$ cat config.mk
export PLATFORM = sky130hd
export DESIGN_NAME = rob_top
export DESIGN_NICKNAME = d
export VERILOG_FILES = /design/src/rtl/rob_pkg.sv /design/src/rtl/rob_ctrl.sv /design/src/rtl/rob_slots.sv /design/src/rtl/rob_lookup.sv /design/src/rtl/rob_top.sv
export SDC_FILE = /design/constraint.sdc
export NUM_CORES = 1
export LEC_CHECK = 0
export BUFFER_PORTS_ARGS = -buffer_cell sky130_fd_sc_hd__buf_2
export CORE_ASPECT_RATIO = 1.5
export CORE_UTILIZATION = 53
export DETAILED_ROUTE_END_ITERATION = 12
export PLACE_DENSITY = 0.75
export SLEW_MARGIN = 10
export SYNTH_ARGS = -nofsm -noshare
export SYNTH_HDL_FRONTEND = slang
export SYNTH_SLANG_ARGS = --single-unit
$ cat constraint.sdc
create_clock -name clk -period 5.1 [get_ports clk]
set_input_delay 0.51 -clock clk [delete_from_list [all_inputs] [get_ports clk]]
set_output_delay 0.51 -clock clk [all_outputs]
set_load 0.05 [all_outputs]
$ cat src/rtl/rob_pkg.sv
package rob_pkg;

  typedef enum logic [1:0] {
    K_REG   = 2'd0,
    K_STORE = 2'd1,
    K_OTHER = 2'd2
  } rob_kind_e;

  // Circular successor of a slot index.
  function automatic int unsigned wrap_inc(int unsigned p, int unsigned depth);
    return (p + 1 >= depth) ? 0 : p + 1;
  endfunction

  // Occupancy after one optional claim and one optional retirement.
  function automatic int unsigned next_fill(int unsigned fill, logic add, logic sub);
    return fill + (add ? 1 : 0) - (sub ? 1 : 0);
  endfunction

endpackage

$ cat src/rtl/rob_ctrl.sv
module rob_ctrl
  import rob_pkg::*;
#(
  parameter int DEPTH = 8,
  localparam int TAG_W = (DEPTH > 1) ? $clog2(DEPTH) : 1,
  localparam int CNT_W = $clog2(DEPTH + 1)
) (
  input  logic             clk,
  input  logic             rst_n,
  input  logic             do_alloc,
  input  logic             do_retire,
  input  logic             clear,
  output logic [TAG_W-1:0] head,
  output logic [TAG_W-1:0] tail,
  output logic             full
);

  logic [CNT_W-1:0] fill_q;

  always_ff @(posedge clk) begin
    if (!rst_n || clear) begin
      head   <= '0;
      tail   <= '0;
      fill_q <= '0;
    end else begin
      if (do_alloc)  tail <= TAG_W'(wrap_inc(int'(tail), DEPTH));
      if (do_retire) head <= TAG_W'(wrap_inc(int'(head), DEPTH));
      fill_q <= CNT_W'(next_fill(int'(fill_q), do_alloc, do_retire));
    end
  end

  assign full = (fill_q == CNT_W'(DEPTH));

  a_r3_no_overflow: assert property (@(posedge clk) disable iff (!rst_n)
    fill_q <= CNT_W'(DEPTH));

  a_r3_no_claim_when_full: assert property (@(posedge clk) disable iff (!rst_n)
    full |-> !do_alloc);

  a_r8_claim_retire_hold: assert property (@(posedge clk) disable iff (!rst_n)
    (do_alloc && do_retire && !clear) |=> fill_q == $past(fill_q));

  a_r2_tail_step: assert property (@(posedge clk) disable iff (!rst_n)
    (do_alloc && !clear) |=> tail == TAG_W'(wrap_inc(int'($past(tail)), DEPTH)));

  a_r9_clear_empties: assert property (@(posedge clk) disable iff (!rst_n)
    clear |=> (fill_q == '0 && head == '0 && tail == '0));

endmodule

$ cat src/rtl/rob_slots.sv
module rob_slots
  import rob_pkg::*;
#(
  parameter int DEPTH  = 8,
  parameter int DATA_W = 32,
  parameter int DEST_W = 32,
  localparam int TAG_W = (DEPTH > 1) ? $clog2(DEPTH) : 1
) (
  input  logic                         clk,
  input  logic                         rst_n,
  input  logic                         clear,
  input  logic                         alloc_we,
  input  logic [TAG_W-1:0]             alloc_idx,
  input  logic [1:0]                   alloc_kind,
  input  logic [DEST_W-1:0]            alloc_dest,
  input  logic                         wb_we,
  input  logic [TAG_W-1:0]             wb_idx,
  input  logic [DATA_W-1:0]            wb_value,
  input  logic                         wb_exc,
  input  logic                         retire_we,
  input  logic [TAG_W-1:0]             retire_idx,
  output logic [DEPTH-1:0]             s_valid,
  output logic [DEPTH-1:0]             s_done,
  output logic [DEPTH-1:0]             s_exc,
  output logic [DEPTH-1:0][1:0]        s_kind,
  output logic [DEPTH-1:0][DEST_W-1:0] s_dest,
  output logic [DEPTH-1:0][DATA_W-1:0] s_value
);

  for (genvar i = 0; i < DEPTH; i++) begin : g_slot
    logic claim_here, post_here, free_here;
    assign claim_here = alloc_we  && (alloc_idx  == TAG_W'(i));
    assign post_here  = wb_we     && (wb_idx     == TAG_W'(i)) && s_valid[i];
    assign free_here  = retire_we && (retire_idx == TAG_W'(i));

    always_ff @(posedge clk) begin
      if (!rst_n || clear) begin
        s_valid[i] <= 1'b0;
        s_done[i]  <= 1'b0;
        s_exc[i]   <= 1'b0;
        s_kind[i]  <= 2'd0;
        s_dest[i]  <= '0;
        s_value[i] <= '0;
      end else begin
        if (claim_here) begin
          s_valid[i] <= 1'b1;
          s_done[i]  <= 1'b0;
          s_exc[i]   <= 1'b0;
          s_kind[i]  <= alloc_kind;
          s_dest[i]  <= alloc_dest;
        end else if (post_here) begin
          s_done[i]  <= 1'b1;
          s_exc[i]   <= wb_exc;
          s_value[i] <= wb_value;
        end
        if (free_here) s_valid[i] <= 1'b0;
      end
    end
  end

  a_r4_post_marks_done: assert property (@(posedge clk) disable iff (!rst_n)
    (wb_we && s_valid[wb_idx] && !clear && !(retire_we && retire_idx == wb_idx))
      |=> s_done[$past(wb_idx)]);

  a_r4_claim_clears_done: assert property (@(posedge clk) disable iff (!rst_n)
    (alloc_we && !clear) |=> (s_valid[$past(alloc_idx)] && !s_done[$past(alloc_idx)]));

endmodule

$ cat src/rtl/rob_lookup.sv
module rob_lookup #(
  parameter int DEPTH  = 8,
  parameter int DATA_W = 32,
  localparam int TAG_W = (DEPTH > 1) ? $clog2(DEPTH) : 1
) (
  input  logic [TAG_W-1:0]             lk_tag,
  input  logic [DEPTH-1:0]             s_valid,
  input  logic [DEPTH-1:0]             s_done,
  input  logic [DEPTH-1:0][DATA_W-1:0] s_value,
  output logic                         lk_hit,
  output logic [DATA_W-1:0]            lk_value
);

  always_comb begin
    lk_hit   = s_valid[lk_tag] && s_done[lk_tag];
    lk_value = lk_hit ? s_value[lk_tag] : '0;
  end

endmodule

$ cat src/rtl/rob_top.sv
module rob_top
  import rob_pkg::*;
#(
  parameter int DEPTH  = 8,
  parameter int DATA_W = 32,
  parameter int DEST_W = 32,
  localparam int TAG_W = (DEPTH > 1) ? $clog2(DEPTH) : 1
) (
  input  logic              clk,
  input  logic              rst_n,
  input  logic              alloc_valid,
  input  logic [1:0]        alloc_kind,
  input  logic [DEST_W-1:0] alloc_dest,
  output logic              alloc_ready,
  output logic [TAG_W-1:0]  alloc_tag,
  input  logic              wb_valid,
  input  logic [TAG_W-1:0]  wb_tag,
  input  logic [DATA_W-1:0] wb_value,
  input  logic              wb_exc,
  input  logic [TAG_W-1:0]  lk_tag,
  output logic              lk_hit,
  output logic [DATA_W-1:0] lk_value,
  input  logic              flush,
  output logic              cm_valid,
  output logic              cm_reg_we,
  output logic              cm_mem_we,
  output logic [TAG_W-1:0]  cm_tag,
  output logic [DEST_W-1:0] cm_dest,
  output logic [DATA_W-1:0] cm_value,
  output logic              exc_take
);

  logic [TAG_W-1:0]             head, tail;
  logic                         full;
  logic [DEPTH-1:0]             s_valid, s_done, s_exc;
  logic [DEPTH-1:0][1:0]        s_kind;
  logic [DEPTH-1:0][DEST_W-1:0] s_dest;
  logic [DEPTH-1:0][DATA_W-1:0] s_value;

  // Named internal events.
  logic head_ready, head_fire, do_alloc, do_retire, clear;

  assign head_ready = s_valid[head] && s_done[head];
  assign head_fire  = head_ready && !flush;
  assign exc_take   = head_fire && s_exc[head];
  assign do_retire  = head_fire && !s_exc[head];
  assign clear      = flush || exc_take;
  assign do_alloc   = alloc_valid && !full && !clear;

  assign alloc_ready = !full;
  assign alloc_tag   = tail;

  assign cm_valid  = do_retire;
  assign cm_reg_we = do_retire && (s_kind[head] == K_REG);
  assign cm_mem_we = do_retire && (s_kind[head] == K_STORE);
  assign cm_tag    = head;
  assign cm_dest   = s_dest[head];
  assign cm_value  = s_value[head];

  rob_ctrl #(.DEPTH(DEPTH)) i_ctrl (
    .clk(clk), .rst_n(rst_n), .do_alloc(do_alloc), .do_retire(do_retire),
    .clear(clear), .head(head), .tail(tail), .full(full)
  );

  rob_slots #(.DEPTH(DEPTH), .DATA_W(DATA_W), .DEST_W(DEST_W)) i_slots (
    .clk(clk), .rst_n(rst_n), .clear(clear),
    .alloc_we(do_alloc), .alloc_idx(tail), .alloc_kind(alloc_kind), .alloc_dest(alloc_dest),
    .wb_we(wb_valid), .wb_idx(wb_tag), .wb_value(wb_value), .wb_exc(wb_exc),
    .retire_we(do_retire), .retire_idx(head),
    .s_valid(s_valid), .s_done(s_done), .s_exc(s_exc),
    .s_kind(s_kind), .s_dest(s_dest), .s_value(s_value)
  );

  rob_lookup #(.DEPTH(DEPTH), .DATA_W(DATA_W)) i_lookup (
    .lk_tag(lk_tag), .s_valid(s_valid), .s_done(s_done), .s_value(s_value),
    .lk_hit(lk_hit), .lk_value(lk_value)
  );

  a_r6_retire_needs_done: assert property (@(posedge clk) disable iff (!rst_n)
    (cm_valid || exc_take) |-> (s_valid[cm_tag] && s_done[cm_tag]));

  a_r6_retire_in_order: assert property (@(posedge clk) disable iff (!rst_n)
    cm_valid |=> (cm_tag == TAG_W'(wrap_inc(int'($past(cm_tag)), DEPTH))));

  a_r7_single_write: assert property (@(posedge clk) disable iff (!rst_n)
    !(cm_reg_we && cm_mem_we));

  a_r10_fault_no_write: assert property (@(posedge clk) disable iff (!rst_n)
    exc_take |-> !(cm_reg_we || cm_mem_we || cm_valid));

  a_r9_flush_masks: assert property (@(posedge clk) disable iff (!rst_n)
    flush |-> !(cm_valid || exc_take));

endmodule

Yosys cells after proc, flatten, opt, wreduce, memory -nomap -nowiden

Index checks and enable logic that the tools add are counted.

Add/subtract/negate cells: 4
$lt $le $gt $ge: 4
Equality and inequality tests: 23
Mux-type cells: 23
Bitwise operators: 8
Reductions and logical operators: 76

Operator list:

| kind                                                 | count |
|---|---|
| binary-select mux 32 bit (select 3 bit)              | 3 |
| two-way mux 32 bit                                   | 4 |
| logical AND 1 bit                                    | 41 |
| equality test 3 bit (second input constant)          | 12 |
| OR reduction 2 bit                                   | 16 |
| equality test 3 x 2 -> 1 bit (second input constant) | 6 |
| AND reduction 2 bit                                  | 8 |
| binary-select mux 1 bit (select 3 bit)               | 5 |
| equality test 3 x 1 -> 1 bit (second input constant) | 3 |
| zero test 3 bit                                      | 3 |
| adder 3 x 1 -> 4 bit (second input constant)         | 2 |
| >= comparator 4 bit (second input constant)          | 2 |
| < comparator 3 x 4 -> 1 bit (second input constant)  | 2 |
| inverter 1 bit                                       | 8 |
| two-way mux 1 bit                                    | 7 |
| binary-select mux 2 bit (select 3 bit)               | 1 |
| two-way mux 3 bit                                    | 2 |
| zero test 1 bit                                      | 5 |
| adder 4 bit                                          | 1 |
| equality test 4 bit (second input constant)          | 1 |
| subtractor 4 bit                                     | 1 |
| equality test 2 x 1 -> 1 bit (second input constant) | 1 |
| zero test 2 bit                                      | 1 |
| logical OR 1 bit                                     | 2 |
| two-way mux 2 bit                                    | 1 |

Flip-flop bits (word level): 562
Bits of input ports: 78
Output and inout port bits: 108
Word-level logic and storage cells: 189

Longest topological paths before layout

Depth in word-level cells: 11
Depth in mapped cells: 14
Gate-level depth less buffers: 12

Cells and area by module

Synthesis repeated with hierarchy kept, for this count alone.

Cell total of the unflattened synthesis: 2,839
Area, all modules: 27,218.6 µm²

By module, submodules not included:

| module     | instances | cells each | area an instance (µm²) | sequential area each (µm²) |
|---|---|---|---|---|
| rob_slots  | 1         | 2,210      | 19,852.8               | 11,050.6 |
| rob_top    | 1         | 262        | 4,247.8                | 0.0 |
| rob_lookup | 1         | 316        | 2,601.2                | 0.0 |
| rob_ctrl   | 1         | 51         | 516.7                  | 200.2 |

Worst setup path after synthesis

No wires, ideal clock.

Kind: register to output
Start: register i_ctrl.head[2]
End: output port exc_take
Data arrival time: 3.236 ns
Required time: 4.590 ns
Setup slack: 1.354 ns
Cell stages (with the launch flop): 9
Path buffers: 4
Path through: dfxtp_1 buf_4 inv_4 mux4_2 mux2_4 buf_6 buf_4 buf_2 nor3_1

Cells in the longest elaborated chain, start to end: 5
Elaborated cells on any way between the ends: 9
Classes of those cells: 6 x mux; 3 x reduce/logical

RTL lines:

| element                                 | RTL line       | source |
|---|---|---|
| start, declared                         | rob_ctrl.sv:13 | `output logic [TAG_W-1:0] head,` |
| start signal, assigned                  | rob_ctrl.sv:27 | `if (do_retire) head <= TAG_W'(wrap_inc(int'(head), DEPTH));` |
| binary-select mux 1 bit (select 3 bit)  | rob_top.sv:43  | `assign head_ready = s_valid[head] && s_done[head];` |
| two-way mux 1 bit (not written as such) | rob_top.sv:43  |  |
| logical AND 1 bit                       | rob_top.sv:43  |  |
| logical AND 1 bit                       | rob_top.sv:44  | `assign head_fire = head_ready && !flush;` |
| logical AND 1 bit (*)                   | rob_top.sv:45  | `assign exc_take = head_fire && s_exc[head];` |
| end, declared                           | rob_top.sv:30  | `output logic exc_take` |

Mark *: on every way between the ends. The rest lies on a longest branch, timed or not. The select of a mux whose other input is x is not followed.

Final worst setup path

Start: register i_ctrl.head[1]
End: output port cm_reg_we

Cells in the longest elaborated chain, start to end: 6
Elaborated cells on any way between the ends: 14
Classes of those cells: 8 x mux; 6 x reduce/logical

RTL lines:

| element                                 | RTL line      | source |
|---|---|---|
| binary-select mux 1 bit (select 3 bit)  | rob_top.sv:43 |  |
| two-way mux 1 bit (not written as such) | rob_top.sv:43 |  |
| logical AND 1 bit                       | rob_top.sv:43 |  |
| logical AND 1 bit                       | rob_top.sv:44 |  |
| logical AND 1 bit                       | rob_top.sv:46 | `assign do_retire = head_fire && !s_exc[head];` |
| logical AND 1 bit (*)                   | rob_top.sv:54 | `assign cm_reg_we = do_retire && (s_kind[head] == K_REG);` |
| end, declared                           | rob_top.sv:25 | `output logic cm_reg_we,` |

Marks and branches as above.

==> reports/results.txt <==
Largest net degree at the start of global routing = 189
Commonest non-fill, non-tap cells in the layout = dfxtp_1, mux2i_1, o211ai_1, nand2_1, mux4_2
Max clock buf depth = 3
Hold Path End = i_ctrl.tail[0]$_SDFFE_PP0P_
Final instance area = 0.0326 mm^2
Final ANT Viol Nets = 0
# setup viols final = 0
DRC viols = 0
Post-route setup TNS = 0 ns
Syn_nets = 2,772
RSZ-0062 raised after global routing = no
Fin cells = 3,439
Sw frac = 23.4%
R2R Path End = i_ctrl.fill_q[3]$_SDFF_PP0_
Hold Fails Final Rpt = 0
Syn Inst Count = 2,676
Worst Path Max Fanout = 139
Combinational share of power = 4.4%
Boundary Pins = 186
Nets = 2,732
Worst slew margin = 24.9%
Hold buffers post-CTS = 0
Register bit total from synthesis = 562
Arr. time, crit path = 3.96 ns
Area Growth Syn to Fin = 8.65%
Final Util = 58.4%
Per-cell routed wire length = 24.6 um
Status = completed
Place WS = 1.18 ns
Die footprint = 0.0576 mm^2
Post-CTS Setup Repair Bufs = 0
Ys flop type = dfxtp_1
Initial Utilization = 53.7%
Worst Tran Pin Value = 1.13 ns
IR drop worst, VDD = 0.271 mV
Hold Crit Depth = 3
CP startpoint kind = flop
# clock sinks = 562
GPL Wtd Cong = 0.876
Vias in the first global route = 23,600
Ys Warns = 0
WL final = 84,500 um
EDFF count, synth = 0
Final period util = 87.7%
Syn Area/Cell = 11.2 um^2
HP Start = alloc_valid
Fillers = 4,592
Die height = 293 um
Cell Area, Synth = 0.0300 mm^2
Slew Limit Fails = 0
RR Startpoint = i_ctrl.head[2]$_SDFFE_PP0P_
Power Dens Cells = 268 mW/mm^2
Sequential share of the synthesized area = 37.5%
R2R Setup Slk = 1.14 ns
Most common cell after layout, fill and taps aside = dfxtp_1
Leakage power = 13.8 nW
First-pass GRT wire length = 133,000 um
Clock Power Share = 45.2%
Achievable Freq = 223 MHz
Hpwl dp = 49,600 um
Internal = 0.00670 W
Minimum clock period = 4.47 ns
Layout cells sized above 1 = 23.1%
Placed instance area = 0.0308 mm^2
CTS tree = yes
Resize count post-CTS = 0
Clk_lat worst skew = 0.64 ns
Reg power frac = 50.3%
1st-pass router iterations = 6
Unique masters post-synth = 54
MaxCap Viol Count = 0
Total grt overflow = 0
TritonCTS buffer count = 54
Total GRT Usage = 29.1%
Port Buf Inserts = 185
Cells on worst reg2reg path = 12
CP Data Required Time = 4.59 ns
DR vias = 23,100
Crit. End Element = output pin
CTS Root Buffer Type = clkbuf_16
Vias per inst = 6.71
Clock Pin Slew Worst Setup and Hold Paths = 0.06 ns
First DRT Iteration DRCs = 1,896
Sw Pwr = 0.00205 W
Antenna violations before repair = 7
# placed instances = 3,336
H-tree levels = 2
Die X = 196 um
Row cnt = 106
Worst min-delay path category = input pin to flop
Clk_skew = 0.0250 ns
Critical Setup Path Class = flop to output pin
Async SR Flop Fraction = 0%
Min setup slack post-route = 0.626 ns
Core ar. = 0.0558 mm^2
==> synth_stat cells (9+ instances only) <==
master / number / area share [%]
a221oi_1: 9 / 0.26
o21ai_1: 41 / 0.68
buf_2: 134 / 2.2
ha_1: 17 / 0.71
o211ai_4: 20 / 1.4
o21ai_0: 33 / 0.55
inv_1: 30 / 0.38
o211ai_1: 471 / 12
nand2_1: 207 / 2.6
mux4_2: 202 / 15
buf_1: 36 / 0.45
dfxtp_1: 562 / 38
o2111ai_1: 71 / 2.1
nor2_1: 38 / 0.48
mux2i_1: 496 / 17
o211ai_2: 38 / 1.6
buf_6: 17 / 0.64
buf_4: 25 / 0.63
nand3_1: 17 / 0.28
nor3_1: 9 / 0.15
clkbuf_1: 123 / 1.5
==> cell families after synthesis <==
kind of cell               Yosys count  synth area share [%]
AOI/OAI and AO/OA                  725                  19.6
buffers and inverters              367                  5.91
xor gates and xnor gates             2                0.0584
DFF                                562                  37.5
adders and majority gates           18                 0.776
and+or+nand+nor                    296                  4.08
muxes                              706                  32.1
==> sequential cells by signal, summed over array words and instances (netlist names) <==
signal           flops
i_ctrl.tail          3
i_slots.s_exc        8
i_ctrl.fill_q        4
i_slots.s_kind      16
i_slots.s_dest     256
i_slots.s_value    256
i_ctrl.head          3
i_slots.s_done       8
i_slots.s_valid      8
==> power groups by stage <==
stage | clock, W | sequential [W] | combinational, W
2_1_floorplan | 0 | 0.00450 | 0.000255
3_3_place_gp | 0 | 0.00450 | 0.000377
3_5_place_dp | 0 | 0.00450 | 0.000384
4_1_cts | 0.00399 | 0.00440 | 0.000385
5_1_grt | 0.00417 | 0.00440 | 0.000408
6_report | 0.00395 | 0.00440 | 0.000387
==> per-layer routing <==
layer | vias up | routed length (um) | share of wire, % | track usage [%]
li1 | 10400 | - | - | -
met2 | 795 | 43700 | 52 | 51.9
met5 | - | 37 | 0.044 | 0
met3 | 206 | 4890 | 5.8 | 4.41
met1 | 11700 | 32400 | 38 | 34.5
met4 | 6 | 3440 | 4.1 | 12.9
==> critical path: stages (launching register included) <==
cell and delay, ns:
dfxtp_4 0.69, mux4_2 0.64, mux2i_4 0.41, buf_12 0.56, o2111ai_1 0.38, and3b_1 0.31, buf_2 0.26
==> worst max path at each step <==
stage	from	slack, ns	end
final	i_ctrl.head[1]$_SDFFE_PP0P_	0.63	cm_reg_we
after global routing	i_ctrl.head[1]$_SDFFE_PP0P_	0.51	cm_reg_we
after CTS	i_ctrl.head[1]$_SDFFE_PP0P_	0.68	cm_value[29]
after detailed placement	i_ctrl.head[2]$_SDFFE_PP0P_	1.18	i_ctrl.fill_q[3]$_SDFF_PP0_
after global placement	i_ctrl.head[2]$_SDFFE_PP0P_	1.27	i_ctrl.fill_q[3]$_SDFF_PP0_
after floorplan	i_ctrl.head[2]$_SDFFE_PP0P_	1.35	exc_take
==> area by class of cell <==
cell class / instances / area [um^2] / area share [%]
clock buffers: 79 / 1570 / 4.80
flip-flops and latches: 562 / 11300 / 34.6
clock inverters: 15 / 150 / 0.461
inverters: 31 / 119 / 0.365
multi-input cells: 1747 / 17100 / 52.5
well taps: 756 / 946 / 2.90
diodes: 9 / 22.5 / 0.0691
repair buffers: 240 / 1430 / 4.39
==> through the flow <==
| stage | hold WS, ns | power, W |
|---|---|---|
| finish | 0.195 | 0.00874 |
| detailed placement | 0.463 | 0.00488 |
| CTS | 0.170 | 0.00878 |
| floorplan | 0.440 | 0.00476 |
| global route | 0.204 | 0.00898 |
| global placement | 0.451 | 0.00488 |
Power figures use the tool's default switching activity.
